### config.mk
export PLATFORM = sky130hd
export DESIGN_NAME = lsm_seq
export DESIGN_NICKNAME = d
export VERILOG_FILES = /design/src/rtl/lsm_pkg.sv /design/src/rtl/lsm_popcnt.sv /design/src/rtl/lsm_lowbit.sv /design/src/rtl/lsm_addrgen.sv /design/src/rtl/lsm_seq.sv
export SDC_FILE = /design/constraint.sdc
export NUM_CORES = 1
export LEC_CHECK = 0
export ABC_AREA = 1
export BUFFER_PORTS_ARGS = -buffer_cell sky130_fd_sc_hd__clkbuf_2
export CAP_MARGIN = 40
export CORE_MARGIN = 3
export CORE_UTILIZATION = 40
export CTS_CLUSTER_DIAMETER = 80
export DETAILED_ROUTE_END_ITERATION = 8
export GPL_TIMING_DRIVEN = 0
export PLACE_DENSITY = 0.68
export SLEW_MARGIN = 15
export SYNTH_ARGS = -nofsm -noshare
export SYNTH_HDL_FRONTEND = slang
export SYNTH_SLANG_ARGS = --single-unit
### constraint.sdc
create_clock -name clk -period 6.5 [get_ports clk]
set_input_delay 0.65 -clock clk [delete_from_list [all_inputs] [get_ports clk]]
set_output_delay 0.65 -clock clk [all_outputs]
set_load 0.05 [all_outputs]
### src/rtl/lsm_pkg.sv
package lsm_pkg;
    typedef enum logic [1:0] {
        AM_INC_AFTER  = 2'd0,
        AM_INC_BEFORE = 2'd1,
        AM_DEC_AFTER  = 2'd2,
        AM_DEC_BEFORE = 2'd3
    } addr_mode_t;

    typedef enum logic [1:0] {
        ST_IDLE = 2'd0,
        ST_XFER = 2'd1,
        ST_FIN  = 2'd2
    } seq_state_t;
endpackage

### src/rtl/lsm_popcnt.sv
module lsm_popcnt #(
    parameter int NBITS = 16,
    localparam int CNT_W = $clog2(NBITS + 1)
) (
    input  logic [NBITS-1:0] bits,
    output logic [CNT_W-1:0] count
);
    logic [CNT_W-1:0] psum [0:NBITS];

    assign psum[0] = '0;
    for (genvar g = 0; g < NBITS; g++) begin : g_acc
        assign psum[g+1] = psum[g] + CNT_W'(bits[g]);
    end
    assign count = psum[NBITS];
endmodule

### src/rtl/lsm_lowbit.sv
module lsm_lowbit #(
    parameter int NBITS = 16,
    localparam int IDX_W = $clog2(NBITS)
) (
    input  logic [NBITS-1:0] bits,
    output logic             any,
    output logic [IDX_W-1:0] idx,
    output logic [NBITS-1:0] onehot
);
    always_comb begin
        any    = 1'b0;
        idx    = '0;
        onehot = '0;
        for (int i = NBITS - 1; i >= 0; i--) begin
            if (bits[i]) begin
                any    = 1'b1;
                idx    = IDX_W'(i);
                onehot = NBITS'(1) << i;
            end
        end
    end
endmodule

### src/rtl/lsm_addrgen.sv
module lsm_addrgen
    import lsm_pkg::*;
#(
    parameter int ADDR_W     = 32,
    parameter int CNT_W      = 5,
    parameter int WORD_BYTES = 4,
    localparam int BYTE_SH   = $clog2(WORD_BYTES)
) (
    input  logic [ADDR_W-1:0] base,
    input  logic [CNT_W-1:0]  count,
    input  addr_mode_t        mode,
    output logic [ADDR_W-1:0] first_addr,
    output logic [ADDR_W-1:0] final_addr
);
    logic [ADDR_W-1:0] span;
    logic [ADDR_W-1:0] word;

    assign span = ADDR_W'(count) << BYTE_SH;
    assign word = ADDR_W'(WORD_BYTES);

    always_comb begin
        unique case (mode)
            AM_INC_AFTER: begin
                first_addr = base;
                final_addr = base + span;
            end
            AM_INC_BEFORE: begin
                first_addr = base + word;
                final_addr = base + span;
            end
            AM_DEC_AFTER: begin
                first_addr = base - span + word;
                final_addr = base - span;
            end
            AM_DEC_BEFORE: begin
                first_addr = base - span;
                final_addr = base - span;
            end
        endcase
    end
endmodule

### src/rtl/lsm_seq.sv
module lsm_seq
    import lsm_pkg::*;
#(
    parameter int ADDR_W     = 32,
    parameter int NREGS      = 16,
    parameter int WORD_BYTES = 4,
    localparam int IDX_W     = $clog2(NREGS),
    localparam int CNT_W     = $clog2(NREGS + 1)
) (
    input  logic              clk,
    input  logic              rst_n,
    input  logic              start,
    input  logic [ADDR_W-1:0] base_addr,
    input  logic [IDX_W-1:0]  base_idx,
    input  logic [NREGS-1:0]  reg_mask,
    input  logic              is_load,
    input  logic [1:0]        mode,
    input  logic              wback,
    output logic              busy,
    output logic              req_valid,
    output logic [ADDR_W-1:0] req_addr,
    output logic [IDX_W-1:0]  req_reg,
    output logic              req_write,
    output logic              done,
    output logic              wb_en,
    output logic [ADDR_W-1:0] wb_value,
    output logic              err
);
    seq_state_t state_q, state_d;

    logic [NREGS-1:0]  mask_q;
    logic [ADDR_W-1:0] addr_q;
    logic [ADDR_W-1:0] final_q;
    logic              write_q;
    logic              wb_q;
    logic              err_q;

    logic [CNT_W-1:0]  cnt;
    logic [ADDR_W-1:0] first_addr;
    logic [ADDR_W-1:0] final_addr;
    logic              low_any;
    logic [IDX_W-1:0]  low_idx;
    logic [NREGS-1:0]  low_oh;
    logic [NREGS-1:0]  mask_rest;
    logic              hazard;
    logic              accept;

    lsm_popcnt #(.NBITS(NREGS)) u_cnt (
        .bits  (reg_mask),
        .count (cnt)
    );

    lsm_addrgen #(
        .ADDR_W     (ADDR_W),
        .CNT_W      (CNT_W),
        .WORD_BYTES (WORD_BYTES)
    ) u_agen (
        .base       (base_addr),
        .count      (cnt),
        .mode       (addr_mode_t'(mode)),
        .first_addr (first_addr),
        .final_addr (final_addr)
    );

    lsm_lowbit #(.NBITS(NREGS)) u_low (
        .bits   (mask_q),
        .any    (low_any),
        .idx    (low_idx),
        .onehot (low_oh)
    );

    assign mask_rest = mask_q & ~low_oh;
    assign hazard    = wback & reg_mask[base_idx];
    assign accept    = (state_q == ST_IDLE) && start;

    // State register
    always_ff @(posedge clk) begin
        if (!rst_n) state_q <= ST_IDLE;
        else        state_q <= state_d;
    end

    // Next state
    always_comb begin
        state_d = state_q;
        unique case (state_q)
            ST_IDLE: if (start) state_d = (reg_mask == '0) ? ST_FIN : ST_XFER;
            ST_XFER: if (mask_rest == '0) state_d = ST_FIN;
            ST_FIN:  state_d = ST_IDLE;
            default: state_d = ST_IDLE;
        endcase
    end

    // Command and walk registers
    always_ff @(posedge clk) begin
        if (!rst_n) begin
            mask_q  <= '0;
            addr_q  <= '0;
            final_q <= '0;
            write_q <= 1'b0;
            wb_q    <= 1'b0;
            err_q   <= 1'b0;
        end else if (accept) begin
            mask_q  <= reg_mask;
            addr_q  <= first_addr;
            final_q <= final_addr;
            write_q <= ~is_load;
            wb_q    <= wback & ~hazard;
            err_q   <= hazard;
        end else if (state_q == ST_XFER) begin
            mask_q  <= mask_rest;
            addr_q  <= addr_q + ADDR_W'(WORD_BYTES);
        end
    end

    // Outputs
    always_comb begin
        busy      = 1'b0;
        req_valid = 1'b0;
        req_addr  = addr_q;
        req_reg   = low_idx;
        req_write = write_q;
        done      = 1'b0;
        wb_en     = 1'b0;
        wb_value  = final_q;
        err       = 1'b0;
        unique case (state_q)
            ST_IDLE: ;
            ST_XFER: begin
                busy      = 1'b1;
                req_valid = low_any;
            end
            ST_FIN: begin
                busy  = 1'b1;
                done  = 1'b1;
                wb_en = wb_q;
                err   = err_q;
            end
            default: ;
        endcase
    end

    p_order_r1: assert property (@(posedge clk) disable iff (!rst_n)
        req_valid && $past(req_valid) |-> req_reg > $past(req_reg));

    p_step_r2: assert property (@(posedge clk) disable iff (!rst_n)
        req_valid && $past(req_valid) |-> req_addr == $past(req_addr) + ADDR_W'(WORD_BYTES));

    p_done_pulse_r5: assert property (@(posedge clk) disable iff (!rst_n)
        done |=> !done && !busy);

    p_no_req_done_r5: assert property (@(posedge clk) disable iff (!rst_n)
        done |-> !req_valid);

    p_wb_with_done_r6: assert property (@(posedge clk) disable iff (!rst_n)
        wb_en |-> done);

    p_err_blocks_wb_r9: assert property (@(posedge clk) disable iff (!rst_n)
        err |-> !wb_en);

    p_dir_stable_r10: assert property (@(posedge clk) disable iff (!rst_n)
        req_valid && $past(req_valid) |-> $stable(req_write));
endmodule

======== Word level (Yosys, flattened, before mapping) ========
Index checks and enable logic that the tools add are counted.
W data, S select, Z words.
storage, ports and cells
  flip-flop bits (word level) ............. 85
  input bits .............................. 59
  output and inout bits ................... 74
  word-level logic and storage cells ...... 116
cells by class
  reductions and logical operators ........ 10
  add/sub/neg operators ................... 20
  equal/unequal tests ..................... 7
  bitwise logic cells ..................... 6
  $lt $le $gt $ge ......................... 1
  multiplexer cells ....................... 65
operator list
  cell                     number
  $mux W16                 18
  $pmux W32 S4             1
  $add A32 B3 Y32 const B  3
  $add A5 B1 Y5            14
  $mux W32                 2
  $mux W4                  16
  $pmux W32 S2             1
  $add A32 B7 Y32          1
  $logic_not A16 Y1        2
  $sub A32 B7 Y32          1
  $mux W1                  22
  $and A16 B16 Y16         1
  $not A16 Y16             1
  $eq A2 B2 Y1 const B     3
  $mux W2                  3
  $reduce_or A2 Y1         3
  $lt A4 B5 Y1 const B     1
  $bmux W1 S4              1
  $eq A2 B1 Y1 const B     2
  $logic_not A2 Y1         2
  $ne A2 B2 Y1 const B     2
  $pmux W2 S2              1
  $add A1 B1 Y2            1
  $and A1 B1 Y1            2
  4 further kinds          5

======== Longest topological paths before layout ========
Gate-level depths: netlist (run 1).
  depth in word-level cells ............... 21
  gate-level depth with buffers ........... 35
  mapped depth without buffers ............ 35

======== Modules after synthesis ========
From an unflattened synthesis (run 1), not the netlist that was laid out.
unflattened totals
  cell total of the unflattened synthesis .. 1803
  area, all modules ....................... 10178.5 sq um
by module, submodules not included
  module       seq. area each (sq um)  area an instance (sq um)  cells an instance  times used
  lsm_addrgen  0.0                     4799.6                    946                1
  lsm_seq      1701.6                  4549.4                    717                1
  lsm_popcnt   0.0                     429.2                     56                 1
  lsm_lowbit   0.0                     400.4                     84                 1

======== Least setup slack after synthesis (run 1) ========
Ideal clock, no wire load.
  path type ............................... input -> register
  from .................................... input reg_mask[2]
  to ...................................... register addr_q[26] (netlist: req_addr[26])
  setup time .............................. 67 ps
  slack ................................... 657 ps
  required time ........................... 6433 ps
  path buffers ............................ 0
  cell stages on the path ................. 25
  arrival time ............................ 5776 ps
  cell sequence ........................... inv_1 -> fa_1 -> fa_1 -> fa_1 -> fa_1 -> fa_1 -> fa_1 -> inv_1 -> fa_1 -> o21ai_2 -> ha_1 -> inv_1 -> nor2_1 -> nand3_1 -> nor2_2 -> nand3_2 -> nor2_8 -> nand3_4 -> nor2_4 -> nand2_1 -> nand2_1 -> nand3_1 -> nand2_1 -> nand2_1 -> a21oi_2
between the ends
  cells in the longest elaborated chain, start to end .. 18
ends and longest elaborated chain
  what                             RTL line                              source
  from (decl)                      lsm_seq.sv:15                         input logic [NREGS-1:0] reg_mask,
  $add A5 B1 Y5 (*) (14 in a row)  lsm_popcnt.sv:12                      assign psum[g+1] = psum[g] + CNT_W'(bits[g]);
  $sub A32 B7 Y32 (*)              lsm_addrgen.sv:32, lsm_addrgen.sv:36
  $add A32 B3 Y32                  lsm_addrgen.sv:32                     first_addr = base - span + word;
  $pmux W32 S4 (*)                 lsm_addrgen.sv:22                     unique case (mode)
  $mux W32 (*)                     lsm_seq.sv:102                        end else if (accept) begin
  to (signal assigned)             lsm_seq.sv:104                        addr_q <= first_addr;
  to (signal assigned)             lsm_seq.sv:111                        addr_q <= addr_q + ADDR_W'(WORD_BYTES);
  to (decl)                        lsm_seq.sv:32                         logic [ADDR_W-1:0] addr_q;
Mark *: on every way between the ends. The rest lies on a longest branch, timed or not.
A chain may end at the register's enable or synchronous reset.

======== Final worst setup path (run 1) ========
  from .................................... input reg_mask[2]
  to ...................................... register addr_q[30] (netlist: req_addr[30])
The elaborated chain is that of the path after synthesis.

==> results of run 1 <==
-- sequential cells by signal (all words and copies together), names as in the netlist --
name and cells:
wb_q 1, err_q 1, wb_value 32, req_write 1
state_q 2, req_addr 32, mask_q 16
-- final timing paths --
path,start,to,slack [ns],cells after the start
setup / recovery,reg_mask[2],req_addr[30]$_SDFFE_PN0P_,0.31,26
hold / removal,is_load,req_write$_SDFFE_PN0P_,0.45,2
setup reg to reg,state_q[0]$_SDFFE_PN0P_,wb_value[23]$_SDFFE_PN0P_,3.43,10
hold reg to reg,wb_q$_SDFFE_PN0P_,wb_q$_SDFFE_PN0P_,0.47,2
-- logic make-up (layout without fill, tap and decap cells) --
family                     after synthesis  after routing
AOI/OAI and AO/OA                      306            306
xor gates and xnor gates                31             31
adders and majority gates               37             37
buffers and inverters                  273            412
DFF                                     85             85
and+or+nand+nor                        797            797
-- per-stage QoR --
stage | setup TNS [ns] | utilization | total power [mW] | area, um^2
after floorplan | 0 | - | 2.90 | 8940
after global placement | 0 | 0.452 | 3.65 | 9900
after detailed placement | -0.212 | 0.453 | 3.68 | 9910
after CTS | 0 | 0.467 | 4.26 | 10200
after global routing | 0 | 0.467 | 4.60 | 10200
final | 0 | 0.467 | 4.29 | 10200
-- cells in the final DEF (no fill, tap or decap), types with 13 or more instances in the layout --
cell type    n
o21ai_0    110
nor3_1      22
nand2_1    383
a21oi_1    101
dfxtp_1     85
buf_2       13
nor2_1     139
clkbuf_2   122
nand3_1    144
o211ai_1    32
ha_1        25
inv_1      192
a31oi_1     22
clkbuf_1    47
nand2_2     14
nand4_1     30
xor2_1      23
nor2_2      18
-- final cells by class --
cell class / instances / area [um^2] / area share
Inverter: 205 / 771 / 0.0753
Clock buffer: 9 / 225 / 0.0220
Tap cell: 280 / 350 / 0.0342
Buffer: 68 / 305 / 0.0298
Clock inverter: 7 / 85.1 / 0.00832
Timing Repair Buffer: 123 / 622 / 0.0608
Multi-Input combinational cell: 1171 / 6170 / 0.603
Sequential cell: 85 / 1700 / 0.166
-- power by group through the flow --
| stage | Combinational, mW | Clock [mW] | Sequential (mW) |
|---|---|---|---|
| after floorplan | 1.54 | 0 | 1.36 |
| after global placement | 2.76 | 0 | 0.887 |
| after detailed placement | 2.80 | 0 | 0.889 |
| after CTS | 2.81 | 0.576 | 0.879 |
| after global routing | 3.09 | 0.595 | 0.910 |
| final | 2.84 | 0.574 | 0.883 |
-- what timing repair did --
action | CTS | global route
gates resized for setup | 0 | 3
buffers inserted | 0 | 0
setup endpoints to repair | 0 | 6
-- per-layer routing --
| layer | vias up | track usage | wire length, um |
|---|---|---|---|
| met5 | - | 0 | 0 |
| met4 | 0 | 0.0671 | 756 |
| met3 | 49 | 0.0317 | 3300 |
| met2 | 568 | 0.437 | 15600 |
| met1 | 4957 | 0.435 | 16200 |
| li1 | 5294 | - | - |
==> impl_metrics.json, run 1 <==
{
  "status": "completed",
  "synth-adder-area-share": 0.0619,
  "cts_buffers": 9,
  "route.detailed.drc": 0,
  "htreeDepth": 3,
  "avgSynthCellArea_um2": 5.85,
  "leakage_nw": 4.81,
  "grt_pass1_wl_um": 54600,
  "cts-root-buf": "clkbuf_16",
  "synth_top_family_by_area": "simple AND/OR/NAND/NOR gates",
  "critical-path-max-stage-delay_ns": 0.58,
  "area_growth_pct": 14.5,
  "grt_usage": 0.287,
  "instances_no_fill": 1948,
  "dp_worst_setup_slack_ns": -0.101,
  "antenna_found_initial": 0,
  "cts_buffer_depth": 2,
  "yosysWarnings": 0,
  "p_per_area_nw_per_um2": 420,
  "cts_sinks": 85,
  "place_congestion": 1.01,
  "vdd_drop_max_v": 0.000282,
  "synth_most_common_cell": "nand2_1",
  "rsz0062_at_grt": "no",
  "critPathKind": "in2reg",
  "ys.flop_type": "dfxtp_1",
  "vias": 10900,
  "yosys-top-cells-count": "383 x nand2_1, 192 x inv_1, 144 x nand3_1",
  "die_area_um2": 24200,
  "cts.hold.buffers_added": 0,
  "timing.fmax_mhz": 162,
  "yosys.area.top_type": "dfxtp_1",
  "worst_hold_path_type": "in2reg",
  "drt-pass1-iter-count": 5,
  "synth_top_area_share": 0.190,
  "muxShareOfSynthArea": 0,
  "drt_iter0_drc": 1193,
  "async_reset_ff_frac": 0,
  "core_area_um2": 21900,
  "totalWireLength_um": 35800,
  "cap_violations": 0,
  "die_height_um": 155,
  "grt_pass1_vias": 9552,
  "num_rows": 54,
  "arrival_ns": 6.48,
  "viasPerCell": 5.58,
  "die_width_um": 155,
  "worst_pin_slew_ns": 0.862,
  "cts_tree": "done",
  "clk_pin_slew_ns": 0.08,
  "insertion_delay_ns": 0.36,
  "required_ns": 6.80,
  "synth_compound_area_frac": 0.194,
  "hold_violations": 0,
  "synth_seq_cells": 85,
  "synth_area_leaders": "dfxtp_1 19%, nand2_1 16%, nand3_1 8.1%",
  "drv_slew": 0,
  "finalSetupViolCount": 0,
  "cp_common_cell": "fa_1",
  "ant_nets": 0,
  "synth_xor_xnor_area_share": 0.0304,
  "skew_ns": 0.0119,
  "nFillCells": 2418,
  "drive_above_1_share": 0.144,
  "io_pins": 133,
  "seqPwrFrac": 0.206,
  "path_delay_family": "adder cells",
  "wl_per_cell_um": 18.4,
  "synth_fp_nets": 1625,
  "holdWs_ns": 0.455,
  "fin_crit_sh": 0.952,
  "dp.cells": 1932,
  "synth_edf_count": 0,
  "timing.final.ws_setup_ns": 0.312,
  "crit_fanout": 8,
  "cp-start-kind": "input port",
  "seq_area_frac_synth": 0.190,
  "synthCells": 1529,
  "fin_nets": 1759,
  "diodes": 0,
  "dp_hpwl_um": 28900,
  "start_util": 0.408,
  "swShare": 0.590,
  "syn_area_um2": 8940,
  "cp_slowest_cell": "fa_1",
  "final.min_clock_period_ns": 6.19,
  "port-buffer-count": 122,
  "cp-end-kind": "flop",
  "internal-power_mw": 1.76,
  "grt_max_degree": 17,
  "grt-ovfl-total": 0,
  "synthSimpleGateAreaFrac": 0.403,
  "cp_num_buf_inv": 4,
  "share_comb_of_total_power": 0.661,
  "clockPowerShare": 0.134,
  "p_switching_mw": 2.53,
  "slew-limit-headroom": 0.425,
  "synth.distinct_cells": 49
}
(Power assumes the default switching activity.)
==> run 2, diff against run 1 <==
--- a/config.mk
+++ b/config.mk
@@ -6,14 +6,14 @@
 export NUM_CORES = 1
 export LEC_CHECK = 0
 export ABC_AREA = 1
-export BUFFER_PORTS_ARGS = -buffer_cell sky130_fd_sc_hd__clkbuf_2
 export CAP_MARGIN = 40
 export CORE_MARGIN = 3
 export CORE_UTILIZATION = 40
 export CTS_CLUSTER_DIAMETER = 80
 export DETAILED_ROUTE_END_ITERATION = 8
+export DONT_BUFFER_PORTS = 1
 export GPL_TIMING_DRIVEN = 0
-export PLACE_DENSITY = 0.68
+export PLACE_DENSITY = 0.63
 export SLEW_MARGIN = 15
 export SYNTH_ARGS = -nofsm -noshare
 export SYNTH_HDL_FRONTEND = slang
==> run 2 against run 1 <==
Effect of this change: die area did not move; total power fell by 3.9%; routed wire length fell by 3.2%; clock skew fell by 0.0047 ns; highest routed layer unchanged; critical endpoint is now req_addr[23]$_SDFFE_PN0P_; largest power group unchanged; largest cell class unchanged.
==> impl_metrics.json, run 2 (synthesized netlist as in run 1, its figures left out) <==
{
  "ctsResizeCount": 0,
  "cp-end-kind": "flop",
  "crit_end": "req_addr[23]$_SDFFE_PN0P_",
  "grt_pass1_wl_um": 52800,
  "antenna_found_initial": 0,
  "cap_violations": 0,
  "die_width_um": 155,
  "diodes": 0,
  "crit_fanout": 10,
  "grt_usage": 0.279,
  "drv_slew": 0,
  "status": "completed",
  "ant_nets": 0,
  "r2r-start": "req_addr[2]$_SDFFE_PN0P_",
  "clk_pin_slew_ns": 0.07,
  "path_delay_family": "adder cells",
  "worst_hold_path_type": "in2reg",
  "drt-pass1-iter-count": 6,
  "arrival_ns": 6.39,
  "start_util": 0.408,
  "vdd_drop_max_v": 0.000232,
  "area_growth_pct": 7.95,
  "swShare": 0.593,
  "final.min_clock_period_ns": 6.14,
  "p_switching_mw": 2.45,
  "drt_iter0_drc": 1304,
  "grt-ovfl-total": 0,
  "num_rows": 54,
  "cp_slowest_cell": "fa_1",
  "nFillCells": 2433,
  "crit_start": "reg_mask[2]",
  "cts_buffer_depth": 2,
  "place_congestion": 1.01,
  "wl_per_cell_um": 18.9,
  "leakage_nw": 4.31,
  "dp_hpwl_um": 28000,
  "min_from": "is_load",
  "route.detailed.drc": 0,
  "clockPowerShare": 0.137,
  "fin_crit_sh": 0.944,
  "rrSetupSlack_ns": 3.29,
  "path_depth": 28,
  "worst_pin_slew_ns": 0.957,
  "totalWireLength_um": 34700,
  "timing.fmax_mhz": 163,
  "vias": 10300,
  "internal-power_mw": 1.68,
  "grt_max_degree": 16,
  "cp-start-kind": "input port",
  "p_per_area_nw_per_um2": 428,
  "r2r-end": "req_addr[30]$_SDFFE_PN0P_",
  "critical-path-max-stage-delay_ns": 0.55,
  "htreeDepth": 3,
  "cp_common_cell": "fa_1",
  "drive_above_1_share": 0.0787,
  "core_area_um2": 21900,
  "die_height_um": 155,
  "io_pins": 133,
  "slew-limit-headroom": 0.362,
  "skew_ns": 0.00719,
  "required_ns": 6.75,
  "holdWs_ns": 0.378,
  "cts_buffers": 9,
  "r2r_cells": 13,
  "fin_nets": 1642,
  "viasPerCell": 5.62,
  "hold_violations": 0,
  "die_area_um2": 24200,
  "cts.hold.buffers_added": 0,
  "seqPwrFrac": 0.344,
  "final_cell_mix": "383 x nand2_1, 192 x inv_1, 144 x nand3_1",
  "placed_area_um2": 9340,
  "final_common_cell": "nand2_1",
  "share_comb_of_total_power": 0.520,
  "critPathKind": "in2reg",
  "port-buffer-count": 0,
  "grt_pass1_vias": 9123,
  "fin_setup_tns_ns": 0,
  "cp_num_buf_inv": 5,
  "cts_setup_buffers": 0,
  "cts_tree": "done",
  "rsz0062_at_grt": "no",
  "finalSetupViolCount": 0,
  "design_area_um2": 9650,
  "insertion_delay_ns": 0.36,
  "cts-root-buf": "clkbuf_16",
  "cts_sinks": 85
}
[run 2: cell count changes in the layout (fill, tap and decap cells not counted), sizes merged]
cell	previous run	this run
clkbuf	178	57
clkinv	4	3
clkinvlp	1	2
buf	22	27
inv	206	205
[run 2: metal layers]
metal	vias to the layer above	track usage	part of all wire
met4	0	0.0704	0.025
met1	4635	0.401	0.45
li1	5064	-	-
met5	-	0	0
met2	522	0.427	0.43
met3	74	0.0562	0.096
[run 2: cell type report]
type	instances	area, um^2	area share
repair buffers	6	48.8	0.00506
multi-input cells	1171	6160	0.639
well taps	280	350	0.0363
clock buffers	10	239	0.0248
inverters	205	771	0.0799
clock inverters	6	70.1	0.00726
plain buffers	68	305	0.0316
flip-flops and latches	85	1700	0.176
[run 2: through the flow]
stage           util  setup WS [ns]  power (mW)  cells
2_1_floorplan      -          0.657        2.90   1529
6_report       0.441          0.363        4.13   1831
3_5_place_dp   0.426        0.00510        3.53   1815
5_1_grt        0.441         0.0853        4.41   1831
3_3_place_gp   0.424         0.0332        3.48   1809
4_1_cts        0.441          0.360        4.10   1831
[run 2: how the worst min path moves through the flow]
stage / slack, ns / depth (start not counted) / to
CTS: 0.37 / 1 / req_write$_SDFFE_PN0P_
floorplan: 0.45 / 2 / err_q$_SDFFE_PN0P_
global route: 0.37 / 1 / req_write$_SDFFE_PN0P_
finish: 0.38 / 1 / req_write$_SDFFE_PN0P_
detailed placement: 0.46 / 2 / wb_q$_SDFFE_PN0P_
global placement: 0.45 / 2 / err_q$_SDFFE_PN0P_
[run 2: power by group through the flow]
stage               Sequential [mW]  Combinational (mW)  Clock, mW
floorplan                      1.36                1.54          0
global placement               1.43                2.05          0
detailed placement             1.43                2.10          0
CTS                            1.42                2.11      0.570
global route                   1.45                2.37      0.589
finish                         1.42                2.14      0.564
==> run 3, diff against run 2 <==
--- a/config.mk
+++ b/config.mk
@@ -5,11 +5,11 @@
 export SDC_FILE = /design/constraint.sdc
 export NUM_CORES = 1
 export LEC_CHECK = 0
-export ABC_AREA = 1
 export CAP_MARGIN = 40
 export CORE_MARGIN = 3
 export CORE_UTILIZATION = 40
 export CTS_CLUSTER_DIAMETER = 80
+export CTS_CLUSTER_SIZE = 40
 export DETAILED_ROUTE_END_ITERATION = 8
 export DONT_BUFFER_PORTS = 1
 export GPL_TIMING_DRIVEN = 0
==> run 3 against run 2 <==
Effect of this change: synthesized area is 4.9% lower; clock skew is 0.0013 ns higher; first-iteration DRC count is 26% lower; global-route usage is 0.63 points higher; count of clock-buffer cells in the layout is 1 lower; worst setup slack worse by 0.20 ns.
==> impl_metrics.json, run 3 <==
{
  "status": "completed",
  "nFillCells": 2153,
  "avgSynthCellArea_um2": 7.28,
  "vias": 9246,
  "die_height_um": 152,
  "critPathKind": "in2reg",
  "drive_above_1_share": 0.101,
  "grt_max_degree": 17,
  "leakage_nw": 3.45,
  "grt_usage": 0.285,
  "vdd_drop_max_v": 0.000283,
  "use_met3": 0.0654,
  "async_reset_ff_frac": 0,
  "totalWireLength_um": 33400,
  "final.min_clock_period_ns": 6.33,
  "synth_most_common_cell": "nand2_1",
  "finalSetupViolCount": 0,
  "cts-root-buf": "clkbuf_16",
  "p_per_area_nw_per_um2": 338,
  "wl_per_cell_um": 22.7,
  "top_usage_layer": "met2",
  "grt_use_met1": 0.380,
  "antenna_found_initial": 0,
  "skew_ns": 0.00852,
  "fin_setup_tns_ns": 0,
  "clk_pin_slew_ns": 0.07,
  "cp-end-kind": "flop",
  "cts_sinks": 85,
  "fin_crit_sh": 0.974,
  "die_area_um2": 23000,
  "synth_xor_xnor_area_share": 0.0989,
  "synth_compound_area_frac": 0.240,
  "cts_tree": "done",
  "r2r-start": "req_addr[13]$_SDFFE_PN0P_",
  "arrival_ns": 6.55,
  "r2r-end": "req_addr[30]$_SDFFE_PN0P_",
  "worst_hold_path_type": "in2reg",
  "synth_top_area_share": 0.200,
  "final_util": 0.466,
  "dp_hpwl_um": 26400,
  "rsz0062_at_grt": "yes",
  "gr-usage-met2": 0.455,
  "seq_area_frac_synth": 0.200,
  "synth_seq_cells": 85,
  "min_from": "reg_mask[1]",
  "ant_nets": 0,
  "synth_top_family_by_area": "simple AND/OR/NAND/NOR gates",
  "cp-start-kind": "input port",
  "crit_fanout": 5,
  "insertion_delay_ns": 0.37,
  "rrSetupSlack_ns": 3.28,
  "area_growth_pct": 12.8,
  "timing.fmax_mhz": 158,
  "fin_nets": 1291,
  "cts_buffers": 9,
  "num_rows": 52,
  "route.detailed.drc": 0,
  "io_pins": 133,
  "start_util": 0.413,
  "drv_slew": 0,
  "cap_violations": 0,
  "hold_violations": 0,
  "worst_pin_slew_ns": 0.899,
  "final_common_cell": "nand2_1",
  "synth_edf_count": 0,
  "slew-limit-headroom": 0.396,
  "htreeDepth": 3,
  "crit_start": "reg_mask[7]",
  "syn_area_um2": 8500,
  "cts_buffer_depth": 2,
  "place_congestion": 0.980,
  "port-buffer-count": 0,
  "yosys-top-cells-count": "146 x nand2_1, 87 x nor2_1, 85 x dfxtp_1",
  "final_cell_mix": "145 x nand2_1, 85 x dfxtp_1, 84 x nor2_1",
  "drt_iter0_drc": 960,
  "yosys.area.top_type": "dfxtp_1",
  "synth_area_leaders": "dfxtp_1 20%, nand2_1 6.4%, xnor2_1 5.9%",
  "synthSimpleGateAreaFrac": 0.302,
  "synth.distinct_cells": 81,
  "synthCells": 1167,
  "grt_pass1_vias": 8709,
  "cts.hold.buffers_added": 0,
  "muxShareOfSynthArea": 0.0253,
  "viasPerCell": 6.29,
  "grt-ovfl-total": 0,
  "synth_fp_nets": 1263,
  "diodes": 0,
  "yosysWarnings": 0,
  "die_width_um": 152,
  "drt-pass1-iter-count": 6,
  "r2r_cells": 9,
  "crit_end": "req_addr[21]$_SDFFE_PN0P_",
  "synth-adder-area-share": 0.0686,
  "core_area_um2": 20600,
  "ys.flop_type": "dfxtp_1",
  "required_ns": 6.72,
  "grt_pass1_wl_um": 50500
}
[run 3: routing by layer]
metal	up-vias	part of all wire
met5	-	0
met4	0	0.035
met3	87	0.10
met2	476	0.45
met1	4421	0.41
li1	4262	-
[run 3: how the worst min path moves through the flow]
stage / end / depth (start not counted)
final: mask_q[1]$_SDFFE_PN0P_ / 2
after CTS: mask_q[1]$_SDFFE_PN0P_ / 2
after global routing: mask_q[10]$_SDFFE_PN0P_ / 2
after floorplan: err_q$_SDFFE_PN0P_ / 2
after global placement: err_q$_SDFFE_PN0P_ / 2
after detailed placement: err_q$_SDFFE_PN0P_ / 2
[run 3: cell families (layout without fill, tap and decap cells)]
logic type,count (synthesis),after routing
and+or+nand+nor,489,489
AOI/OAI and AO/OA,304,304
buffers and inverters,138,171
xor gates and xnor gates,96,96
DFF,85,85
adders and majority gates,40,40
muxes,15,15
[run 3: worst max-delay path: stages]
cell,delay [ns]
fa_1,0.54
inv_2,0.04
fa_1,0.50
fa_1,0.53
fa_1,0.44
fa_2,0.37
fa_2,0.60
inv_4,0.06
fa_2,0.41
or2_4,0.27
a21oi_2,0.18
xor2_2,0.15
a221o_1,0.40
or4b_4,0.55
nor4_4,0.29
xnor2_1,0.17
mux2i_1,0.28
a31oi_1,0.11
[run 3: metrics by stage]
| stage | worst slack [ns] | total power, mW | instances | instance area (um^2) | hold WS [ns] |
|---|---|---|---|---|---|
| 2_1_floorplan | 0.0432 | 2.00 | 1167 | 8510 | 0.436 |
| 3_3_place_gp | -0.880 | 2.37 | 1437 | 8840 | 0.449 |
| 3_5_place_dp | -0.898 | 2.41 | 1443 | 8890 | 0.455 |
| 4_1_cts | 0.00982 | 3.09 | 1461 | 9340 | 0.427 |
| 5_1_grt | -0.0536 | 3.44 | 1470 | 9590 | 0.443 |
| 6_report | 0.167 | 3.24 | 1470 | 9590 | 0.427 |
[run 3: area by class of cell]
type	count	area [um^2]	share of cell area
clock inverter	7	134	0.0140
inverter	49	186	0.0194
tap	270	338	0.0352
buffer	85	367	0.0382
clock buffer	9	225	0.0235
sequential	85	1700	0.177
multi-input combinational	944	6470	0.674
timing repair buffer	21	171	0.0179
[run 3: timing repair]
| item | 4_1_cts | 5_1_grt |
|---|---|---|
| buffers inserted | 4 | 11 |
| pin swaps | 4 | 11 |
| resized for setup | 14 | 41 |
| hold endpoints to repair | 0 | 0 |
| gates cloned | 0 | 0 |
| setup endpoints to repair | 21 | 22 |
[run 3: report_power, final]
part / switching [mW] / leakage, nW / total (mW) / internal, mW
clock network: 0.267 / 0.171 / 0.650 / 0.383
registers: 0.317 / 0.700 / 0.917 / 0.600
logic: 1.02 / 2.58 / 1.67 / 0.655
